`src/rtl/rfs_pkg.sv`:
```
package rfs_pkg;
    typedef enum logic [2:0] {
        ST_PAUSE,
        ST_IDLE,
        ST_CAS_LEAD,
        ST_RAS_LOW,
        ST_PRECHARGE,
        ST_SELF_HOLD,
        ST_SELF_EXIT
    } rfs_state_t;

    function automatic int imax(input int a, input int b);
        return (a > b) ? a : b;
    endfunction
endpackage

```
`src/rtl/rfs_phase_timer.sv`:
```
module rfs_phase_timer #(
    parameter int W         = 8,
    parameter int RESET_VAL = 1
) (
    input  logic         clk,
    input  logic         rst_n,
    input  logic         load,
    input  logic [W-1:0] load_val,
    output logic         expired
);
    logic [W-1:0] cnt;

    always_ff @(posedge clk or negedge rst_n) begin
        if (!rst_n)          cnt <= W'(RESET_VAL);
        else if (load)       cnt <= load_val;
        else if (cnt != '0)  cnt <= cnt - W'(1);
    end

    assign expired = (cnt == '0);
endmodule

```
`src/rtl/rfs_interval_timer.sv`:
```
module rfs_interval_timer #(
    parameter int PERIOD = 1950
) (
    input  logic clk,
    input  logic rst_n,
    input  logic en,
    output logic tick
);
    localparam int TW = $clog2(PERIOD + 1);
    logic [TW-1:0] cnt;

    assign tick = en && (cnt == '0);

    always_ff @(posedge clk or negedge rst_n) begin
        if (!rst_n)      cnt <= TW'(PERIOD - 1);
        else if (!en)    cnt <= TW'(PERIOD - 1);
        else if (tick)   cnt <= TW'(PERIOD - 1);
        else             cnt <= cnt - TW'(1);
    end
endmodule

```
`src/rtl/rfs_debt_ledger.sv`:
```
module rfs_debt_ledger #(
    parameter int INIT_CYCLES = 8,
    parameter int DEBT_LIMIT  = 4
) (
    input  logic clk,
    input  logic rst_n,
    input  logic tick,
    input  logic cycle_done,
    input  logic self_done,
    output logic init_done,
    output logic owes,
    output logic urgent
);
    localparam int IW = $clog2(INIT_CYCLES + 1);
    localparam int DW = $clog2(DEBT_LIMIT + 1);

    logic [IW-1:0] init_left;
    logic [DW-1:0] debt;
    logic          retire;

    assign init_done = (init_left == '0);
    assign owes      = (debt != '0);
    assign urgent    = (debt == DW'(DEBT_LIMIT));
    assign retire    = cycle_done && init_done && owes;

    always_ff @(posedge clk or negedge rst_n) begin
        if (!rst_n) begin
            init_left <= IW'(INIT_CYCLES);
            debt      <= '0;
        end else begin
            if (cycle_done && !init_done)
                init_left <= init_left - IW'(1);
            if (self_done)
                debt <= '0;
            else if (tick && !retire && !urgent)
                debt <= debt + DW'(1);
            else if (retire && !tick)
                debt <= debt - DW'(1);
        end
    end

    AST_INIT_STEP: assert property (@(posedge clk) disable iff (!rst_n)
        (init_left != $past(init_left)) |-> $past(cycle_done));
    AST_DEBT_RETIRE: assert property (@(posedge clk) disable iff (!rst_n)
        (retire && !tick && !self_done) |=> (debt == $past(debt) - DW'(1)));
endmodule

```
`src/rtl/refresh_sched.sv`:
```
module refresh_sched
    import rfs_pkg::*;
#(
    parameter int PAUSE_CYC     = 25000,
    parameter int INIT_CYCLES   = 8,
    parameter int REF_PERIOD    = 1950,
    parameter int CAS_LEAD_CYC  = 2,
    parameter int RAS_LOW_CYC   = 4,
    parameter int PRECH_CYC     = 3,
    parameter int DEBT_LIMIT    = 4,
    parameter int SELF_MIN_CYC  = 12600,
    parameter int SELF_EXIT_CYC = 8
) (
    input  logic clk,
    input  logic rst_n,
    input  logic grant,
    input  logic self_req,
    output logic ref_req,
    output logic ref_urgent,
    output logic busy,
    output logic init_done,
    output logic self_active,
    output logic ras_n,
    output logic cas_n
);
    localparam int PH_MAX = imax(imax(imax(PAUSE_CYC, SELF_MIN_CYC), imax(CAS_LEAD_CYC, RAS_LOW_CYC)),
                                 imax(imax(PRECH_CYC, SELF_EXIT_CYC), 1));
    localparam int PH_W   = $clog2(PH_MAX + 1);

    rfs_state_t      state, state_nx;
    logic            ph_load, ph_expired;
    logic [PH_W-1:0] ph_val;
    logic            tick, timer_en, cycle_done, self_done, owes, pending;

    // phase duration for the state being entered
    function automatic logic [PH_W-1:0] phase_len(input rfs_state_t s);
        unique case (s)
            ST_PAUSE:     return PH_W'(PAUSE_CYC - 1);
            ST_CAS_LEAD:  return PH_W'(CAS_LEAD_CYC - 1);
            ST_RAS_LOW:   return PH_W'(RAS_LOW_CYC - 1);
            ST_PRECHARGE: return PH_W'(PRECH_CYC - 1);
            ST_SELF_HOLD: return PH_W'(SELF_MIN_CYC - 1);
            ST_SELF_EXIT: return PH_W'(SELF_EXIT_CYC - 1);
            default:      return '0;
        endcase
    endfunction

    rfs_phase_timer #(.W(PH_W), .RESET_VAL(PAUSE_CYC - 1)) u_phase (
        .clk(clk), .rst_n(rst_n), .load(ph_load), .load_val(ph_val), .expired(ph_expired)
    );

    rfs_interval_timer #(.PERIOD(REF_PERIOD)) u_period (
        .clk(clk), .rst_n(rst_n), .en(timer_en), .tick(tick)
    );

    rfs_debt_ledger #(.INIT_CYCLES(INIT_CYCLES), .DEBT_LIMIT(DEBT_LIMIT)) u_ledger (
        .clk(clk), .rst_n(rst_n), .tick(tick), .cycle_done(cycle_done), .self_done(self_done),
        .init_done(init_done), .owes(owes), .urgent(ref_urgent)
    );

    assign pending    = !init_done || owes || (self_req && init_done);
    assign cycle_done = (state == ST_PRECHARGE) && ph_expired;
    assign self_done  = (state == ST_SELF_EXIT) && ph_expired;
    assign timer_en   = init_done && (state != ST_SELF_HOLD) && (state != ST_SELF_EXIT);
    assign ph_load    = (state_nx != state);
    assign ph_val     = phase_len(state_nx);

    // state register
    always_ff @(posedge clk or negedge rst_n) begin
        if (!rst_n) state <= ST_PAUSE;
        else        state <= state_nx;
    end

    // transitions
    always_comb begin
        state_nx = state;
        unique case (state)
            ST_PAUSE:     if (ph_expired) state_nx = ST_IDLE;
            ST_IDLE:      if (pending && grant) state_nx = ST_CAS_LEAD;
            ST_CAS_LEAD:  if (ph_expired) state_nx = ST_RAS_LOW;
            ST_RAS_LOW:   if (ph_expired)
                              state_nx = (self_req && init_done) ? ST_SELF_HOLD : ST_PRECHARGE;
            ST_PRECHARGE: if (ph_expired) state_nx = ST_IDLE;
            ST_SELF_HOLD: if (ph_expired && !self_req) state_nx = ST_SELF_EXIT;
            ST_SELF_EXIT: if (ph_expired) state_nx = ST_IDLE;
            default:      state_nx = ST_PAUSE;
        endcase
    end

    // outputs
    always_comb begin
        ras_n       = 1'b1;
        cas_n       = 1'b1;
        busy        = 1'b0;
        ref_req     = 1'b0;
        self_active = 1'b0;
        unique case (state)
            ST_PAUSE:     ;
            ST_IDLE:      ref_req = pending;
            ST_CAS_LEAD:  begin cas_n = 1'b0; busy = 1'b1; end
            ST_RAS_LOW:   begin cas_n = 1'b0; ras_n = 1'b0; busy = 1'b1; end
            ST_PRECHARGE: busy = 1'b1;
            ST_SELF_HOLD: begin cas_n = 1'b0; ras_n = 1'b0; busy = 1'b1; self_active = 1'b1; end
            ST_SELF_EXIT: busy = 1'b1;
            default:      ;
        endcase
    end

    // run of cycles with both strobes high, for the precharge spacing check
    logic [PH_W-1:0] hi_cnt;
    always_ff @(posedge clk or negedge rst_n) begin
        if (!rst_n)                 hi_cnt <= PH_W'(PRECH_CYC);
        else if (!(ras_n && cas_n)) hi_cnt <= '0;
        else if (hi_cnt < PH_W'(PRECH_CYC)) hi_cnt <= hi_cnt + PH_W'(1);
    end

    AST_CAS_BEFORE_RAS: assert property (@(posedge clk) disable iff (!rst_n)
        $fell(ras_n) |-> (!cas_n && $past(!cas_n)));
    AST_PRECH_GAP: assert property (@(posedge clk) disable iff (!rst_n)
        $fell(cas_n) |-> (hi_cnt >= PH_W'(PRECH_CYC)));
    AST_REQ_NOT_BUSY: assert property (@(posedge clk) disable iff (!rst_n)
        ref_req |-> !busy);
    AST_SELF_AFTER_INIT: assert property (@(posedge clk) disable iff (!rst_n)
        self_active |-> init_done);
    AST_SELF_RELEASE: assert property (@(posedge clk) disable iff (!rst_n)
        $fell(self_active) |-> !$past(self_req));
endmodule

```
`config.mk`:
```
export PLATFORM = sky130hd
export DESIGN_NAME = refresh_sched
export DESIGN_NICKNAME = d
export VERILOG_FILES = /design/src/rtl/rfs_pkg.sv /design/src/rtl/rfs_phase_timer.sv /design/src/rtl/rfs_interval_timer.sv /design/src/rtl/rfs_debt_ledger.sv /design/src/rtl/refresh_sched.sv
export SDC_FILE = /design/constraint.sdc
export NUM_CORES = 1
export LEC_CHECK = 0
export BUFFER_PORTS_ARGS = -buffer_cell sky130_fd_sc_hd__buf_4
export CORE_ASPECT_RATIO = 1.25
export CORE_UTILIZATION = 57
export DETAILED_ROUTE_END_ITERATION = 6
export PLACE_DENSITY = 0.83
export SYNTH_ARGS = -nofsm -noshare
export SYNTH_HDL_FRONTEND = slang
export SYNTH_SLANG_ARGS = --single-unit
```
`constraint.sdc`:
```
create_clock -name clk -period 4.47 [get_ports clk]
set_input_delay 0.2235 -clock clk [delete_from_list [all_inputs] [get_ports clk]]
set_output_delay 0.2235 -clock clk [all_outputs]
set_load 0.02 [all_outputs]
```
After elaboration in Yosys (flattened, before gate mapping)
Index checks and enable logic that the tools add are counted.
- bits in registers: 36
- word-level logic and storage cells: 79
- $add $sub $neg: 5
- eq/ne operators: 15
- mux-type cells: 20
- reduce and logical (&&, ||, !) cells: 34
- operators with widths (cell ; count):
    $pmux W15 S6 ; 1
    $mux W15 ; 2
    $mux W3 ; 8
    $mux W11 ; 2
    $eq A3 B3 Y1 const B ; 7
    $logic_not A15 Y1 ; 1
    $pmux W3 S5 ; 1
    $reduce_bool A15 Y1 ; 1
    $sub A15 B1 Y15 const B ; 1
    $logic_and A1 B1 Y1 ; 14
    $eq A3 B2 Y1 const B ; 4
    $logic_not A11 Y1 ; 1
    $sub A11 B1 Y11 const B ; 1
    $logic_not A3 Y1 ; 2
    $mux W1 ; 6
    $ne A3 B3 Y1 const B ; 2
    $reduce_bool A3 Y1 ; 2
    $reduce_or A3 Y1 ; 2
    $logic_not A1 Y1 ; 5
    $reduce_or A5 Y1 ; 1
    $logic_not A4 Y1 ; 1
    $sub A4 B1 Y4 const B ; 1
    $add A3 B1 Y3 const B ; 1
    $eq A3 B1 Y1 const B ; 1
    other kinds (5) ; 6

Logic depth before layout (Yosys ltp)
- depth in word-level cells: 10
- mapped depth: 12
- gate-level depth less buffers: 11

Cells and area by module
Synthesis repeated with hierarchy kept, for this count alone.
- cells, all modules: 268
- area total of the unflattened synthesis: 2458.6 um^2
- by module, submodules not included (module ; instances ; cells an instance ; area an instance (um^2) ; sequential area each (um^2)):
    rfs_phase_timer ; 1 ; 79 ; 839.6 ; 385.4
    rfs_interval_timer ; 1 ; 59 ; 599.3 ; 285.3
    rfs_debt_ledger ; 1 ; 58 ; 534.3 ; 176.4
    refresh_sched ; 1 ; 72 ; 485.5 ; 75.1

Least setup slack after synthesis
Ideal clock, no wire load.
- path kind: reg-to-reg
- start point: reg u_period.cnt[0]
- end point: reg u_ledger.debt[2]
- setup time: 0.142 ns
- arrival: 2.865 ns
- data required time: 4.328 ns
- slack: 1.463 ns
- cell stages (with the launch flop): 11
- cells stage by stage: dfstp_2 > inv_1 > ha_1 > or3b_4 > or4b_4 > nor3_4 > o211ai_1 > fa_1 > or3_1 > a21oi_1 > a21oi_1
- word-level cells in the longest chain between the ends: 6
- elaborated cells between the ends (all ways): 9
- RTL lines (what ; RTL line ; text):
    from (decl) ; rfs_interval_timer.sv:10 ; logic [TW-1:0] cnt;
    from (signal assigned) ; rfs_interval_timer.sv:15 ; if (!rst_n) cnt <= TW'(PERIOD - 1);
    from (signal assigned) ; rfs_interval_timer.sv:16 ; else if (!en) cnt <= TW'(PERIOD - 1);
    from (signal assigned) ; rfs_interval_timer.sv:17 ; else if (tick) cnt <= TW'(PERIOD - 1);
    $logic_not A11 Y1 (*) ; rfs_interval_timer.sv:12 ; assign tick = en && (cnt == '0);
    $logic_and A1 B1 Y1 (*) ; rfs_interval_timer.sv:12 ;
    $logic_and A1 B1 Y1 (2 in a row) ; rfs_debt_ledger.sv:35 ; else if (tick && !retire && !urgent)
    $mux W3 ; rfs_debt_ledger.sv:35 ;
    $mux W3 ; rfs_debt_ledger.sv:33 ; if (self_done)
    to (signal assigned) ; rfs_debt_ledger.sv:36 ; debt <= debt + DW'(1);
    to (signal assigned) ; rfs_debt_ledger.sv:38 ; debt <= debt - DW'(1);
    to (decl) ; rfs_debt_ledger.sv:18 ; logic [DW-1:0] debt;
Every way passes the cells marked *; elsewhere a longest branch is shown, timed or not.
A chain may end at the register's enable or synchronous reset.

Final worst setup path
Ends and elaborated chain as after synthesis.

==> metrics <==
routability congestion estimate between 0.8 and 0.9; fin. max-slew vios 0; Post-Synth XOR/XNOR Area 0.0960; RSZ-0062 raised after global routing false; H-tree depth 2; first-pass GRT wire length slightly above 8000 um; Commonest cells post-synth 25 x nor2_1, 22 x nand2_1, 19 x dfrtp_1, 17 x dfstp_2; Starting Density 0.597; TritonCTS Buffers 5; Routed Antenna Nets 0; top fanout value on the critical path 7; r2r setup slk 1.29 ns; Initial DRC Count 82; Skew-Pair Late Insertion Delay roughly 0.29 ns; design area 2500 um^2; Syn Std Cell Area between 2000 and 2500 um^2; vias in the first global route 1874; clock buffer depth 2; Synth Area in Simple Gates 0.276; initial antenna violation count 0; crit path kind reg2reg; pwr/cell area approximately 550 nW/um^2; most area-consuming cells after synthesis dfrtp_1 21%, dfstp_2 20%, xnor2_1 6.1%, nor2_1 4.1%, nand2_1 3.6%; Fmax achieved 314 MHz; final setup fails 0; largest net degree at the start of global routing 37; Die Wd around 60 um; post-synthesis sequential area ratio 0.405; Relative slew margins 0.554; Post-Synthesis Cells about 250; Final Cycle Share 0.712; num ports 11; predominant post-synthesis flop cell dfrtp_1; top cell type's share of synthesized area 0.209; Reg clk slew, reported paths 0.08 ns; Post-Syn Area per Cell between 9 and 10 um^2; post-synthesis compound-gate area fraction 0.148; dominant cell by count in the synthesized netlist nor2_1; status completed; worst vdd ir around 250 uV; worst min path class in2async; Final Hold Viols 0; # rows 25; grt ovf 0; Ys Warns 0; LEAKAGE approximately 1 nW; Die Area 4260 um^2; Initial DRT Pass Iterations 4; Final min period 3.18 ns; Crit. End Element flip-flop; post-synth top area cell dfrtp_1; clock skew 0.00799 ns; syn_nets about 260; asr flop ratio synth 1.00; DP HPWL 3390 um; Final nets between 200 and 300; area grow syn2layout 9.82%; placed cell area 2390 um^2; worst-case hold slack around 0.42 ns; Adder-Cell Fraction of Synth Area 0.0351; setup TNS 0 ns; CTS tree done; Max Cap Viol 0; vias per cell 5.86; Post-Route WL 4720 um; type of origin of the critical path flip-flop; main combinational cell family by area after synthesis simple AND/OR/NAND/NOR gates; CTS root buf clkbuf_8; mux contribution to synthesized area 0; Die H 72.7 um; worst slew pin tran 0.665 ns; library cells used by synthesis 51; Global Route Usage Sum 0.253; TritonCTS Sinks 36; wire per inst 14.9 um; synthesized flop and latch total 36; Cell Count Post-Placement 308; DR vias 1859; CTS resizes 0; non-filler cells, final 317; Data arrival, critical path 3.33 ns; number of synthesized flops with an enable pin 0; CP Data Required Time 4.62 ns; fin util 0.656; DRC Markers 0; number of port buffers 10; n_diodes 0; Core ar. 3820 um^2; fraction of layout cells with a size suffix above 1 0.175
## flip-flops by register name (all words and copies together) (netlist names)
signal              cells
u_ledger.init_left      4
u_ledger.debt           3
u_phase.cnt            15
state                   3
u_period.cnt           11
## through the flow
step                worst slack (ns)  total power, W
floorplan                       1.46        0.000980
global placement                1.38         0.00108
detailed placement              1.30         0.00110
CTS                             1.29         0.00139
global route                    1.14         0.00148
finish                          1.29         0.00138
## cells by family after synthesis
logic type,count (synthesis)
and+or+nand+nor,108
AOI/OAI and AO/OA,54
DFF,36
xor gates and xnor gates,25
buffers and inverters,24
adders and majority gates,6
## final timing paths
| check | cells after the start | start | end |
|---|---|---|---|
| min reg2reg | 1 | u_period.cnt[0]$_DFF_PN1_ | u_period.cnt[0]$_DFF_PN1_ |
| min in group clk | 3 | grant | state[1]$_DFF_PN0_ |
| max | 10 | u_period.cnt[0]$_DFF_PN1_ | u_ledger.debt[2]$_DFFE_PN0P_ |
| min | 2 | rst_n | state[1]$_DFF_PN0_ |
| max in group asynchronous | 2 | rst_n | u_period.cnt[8]$_DFF_PN1_ |
| max reg2reg | 10 | u_period.cnt[0]$_DFF_PN1_ | u_ledger.debt[2]$_DFFE_PN0P_ |
## power breakdown
part           internal, W  total (W)  switching (W)
registers         0.000470   0.000608       0.000138
clock network     0.000165   0.000280       0.000115
logic             0.000213   0.000495       0.000282
total             0.000848    0.00138       0.000536
## worst max-delay path, cell delays in order (launching register included)
cell      delay [ns]
dfstp_2         0.38
inv_1           0.05
ha_1            0.17
or3b_4          0.40
or4b_4          0.55
nor3_4          0.31
o211ai_1        0.16
fa_1            0.44
or3_1           0.39
a21oi_1         0.14
a21oi_1         0.07
## cells in the final DEF, fill, tap and decap left out, types with 2 or more instances in the layout
cell type / netlist / routed
nor2_1: 25 / 25
nand2_1: 22 / 22
dfrtp_1: 19 / 19
dfstp_2: 17 / 17
o21ai_0: 16 / 16
xnor2_1: 16 / 16
inv_1: 14 / 14
nor3_1: 13 / 13
a21oi_1: 13 / 13
nand3_1: 10 / 10
buf_4: 0 / 10
xor2_1: 9 / 9
nor4_1: 6 / 6
or3_1: 5 / 5
clkbuf_8: 0 / 5
o21ai_1: 4 / 4
a21o_1: 4 / 4
ha_1: 4 / 4
o2111ai_1: 3 / 3
o31ai_1: 3 / 3
a211oi_1: 3 / 3
and3_1: 3 / 3
nand2b_1: 2 / 2
nor4_4: 2 / 2
nand4_1: 2 / 2
nor4b_1: 2 / 2
nor3_4: 2 / 2
or2_2: 2 / 2
a22oi_1: 2 / 2
## timing repair
| action | 4_1_cts | 5_1_grt |
|---|---|---|
| setup endpoints to repair | 0 | 0 |
| buffers inserted | 0 | 0 |
| hold buffers | 1 | 0 |
| hold endpoints to repair | 19 | 0 |
## layer usage
layer  vias up  GRT usage  share of wire  wire [um]
li1        914          -              -          -
met1       910      0.292           0.42       1980
met2        28      0.465           0.54       2570
met3         7     0.0426          0.024        113
met4         0     0.0873          0.013         63
met5         -          0              0          0
## area by class of cell
cell class,instances,area (um^2)
fill,337,1310
sequential,36,922
inverter,15,56.3
timing repair buffer,11,85.1
tap,54,67.6
multi-input combinational,193,1260
clock inverter,2,35.0
clock buffer,6,72.6
Power figures use the tool's default switching activity.
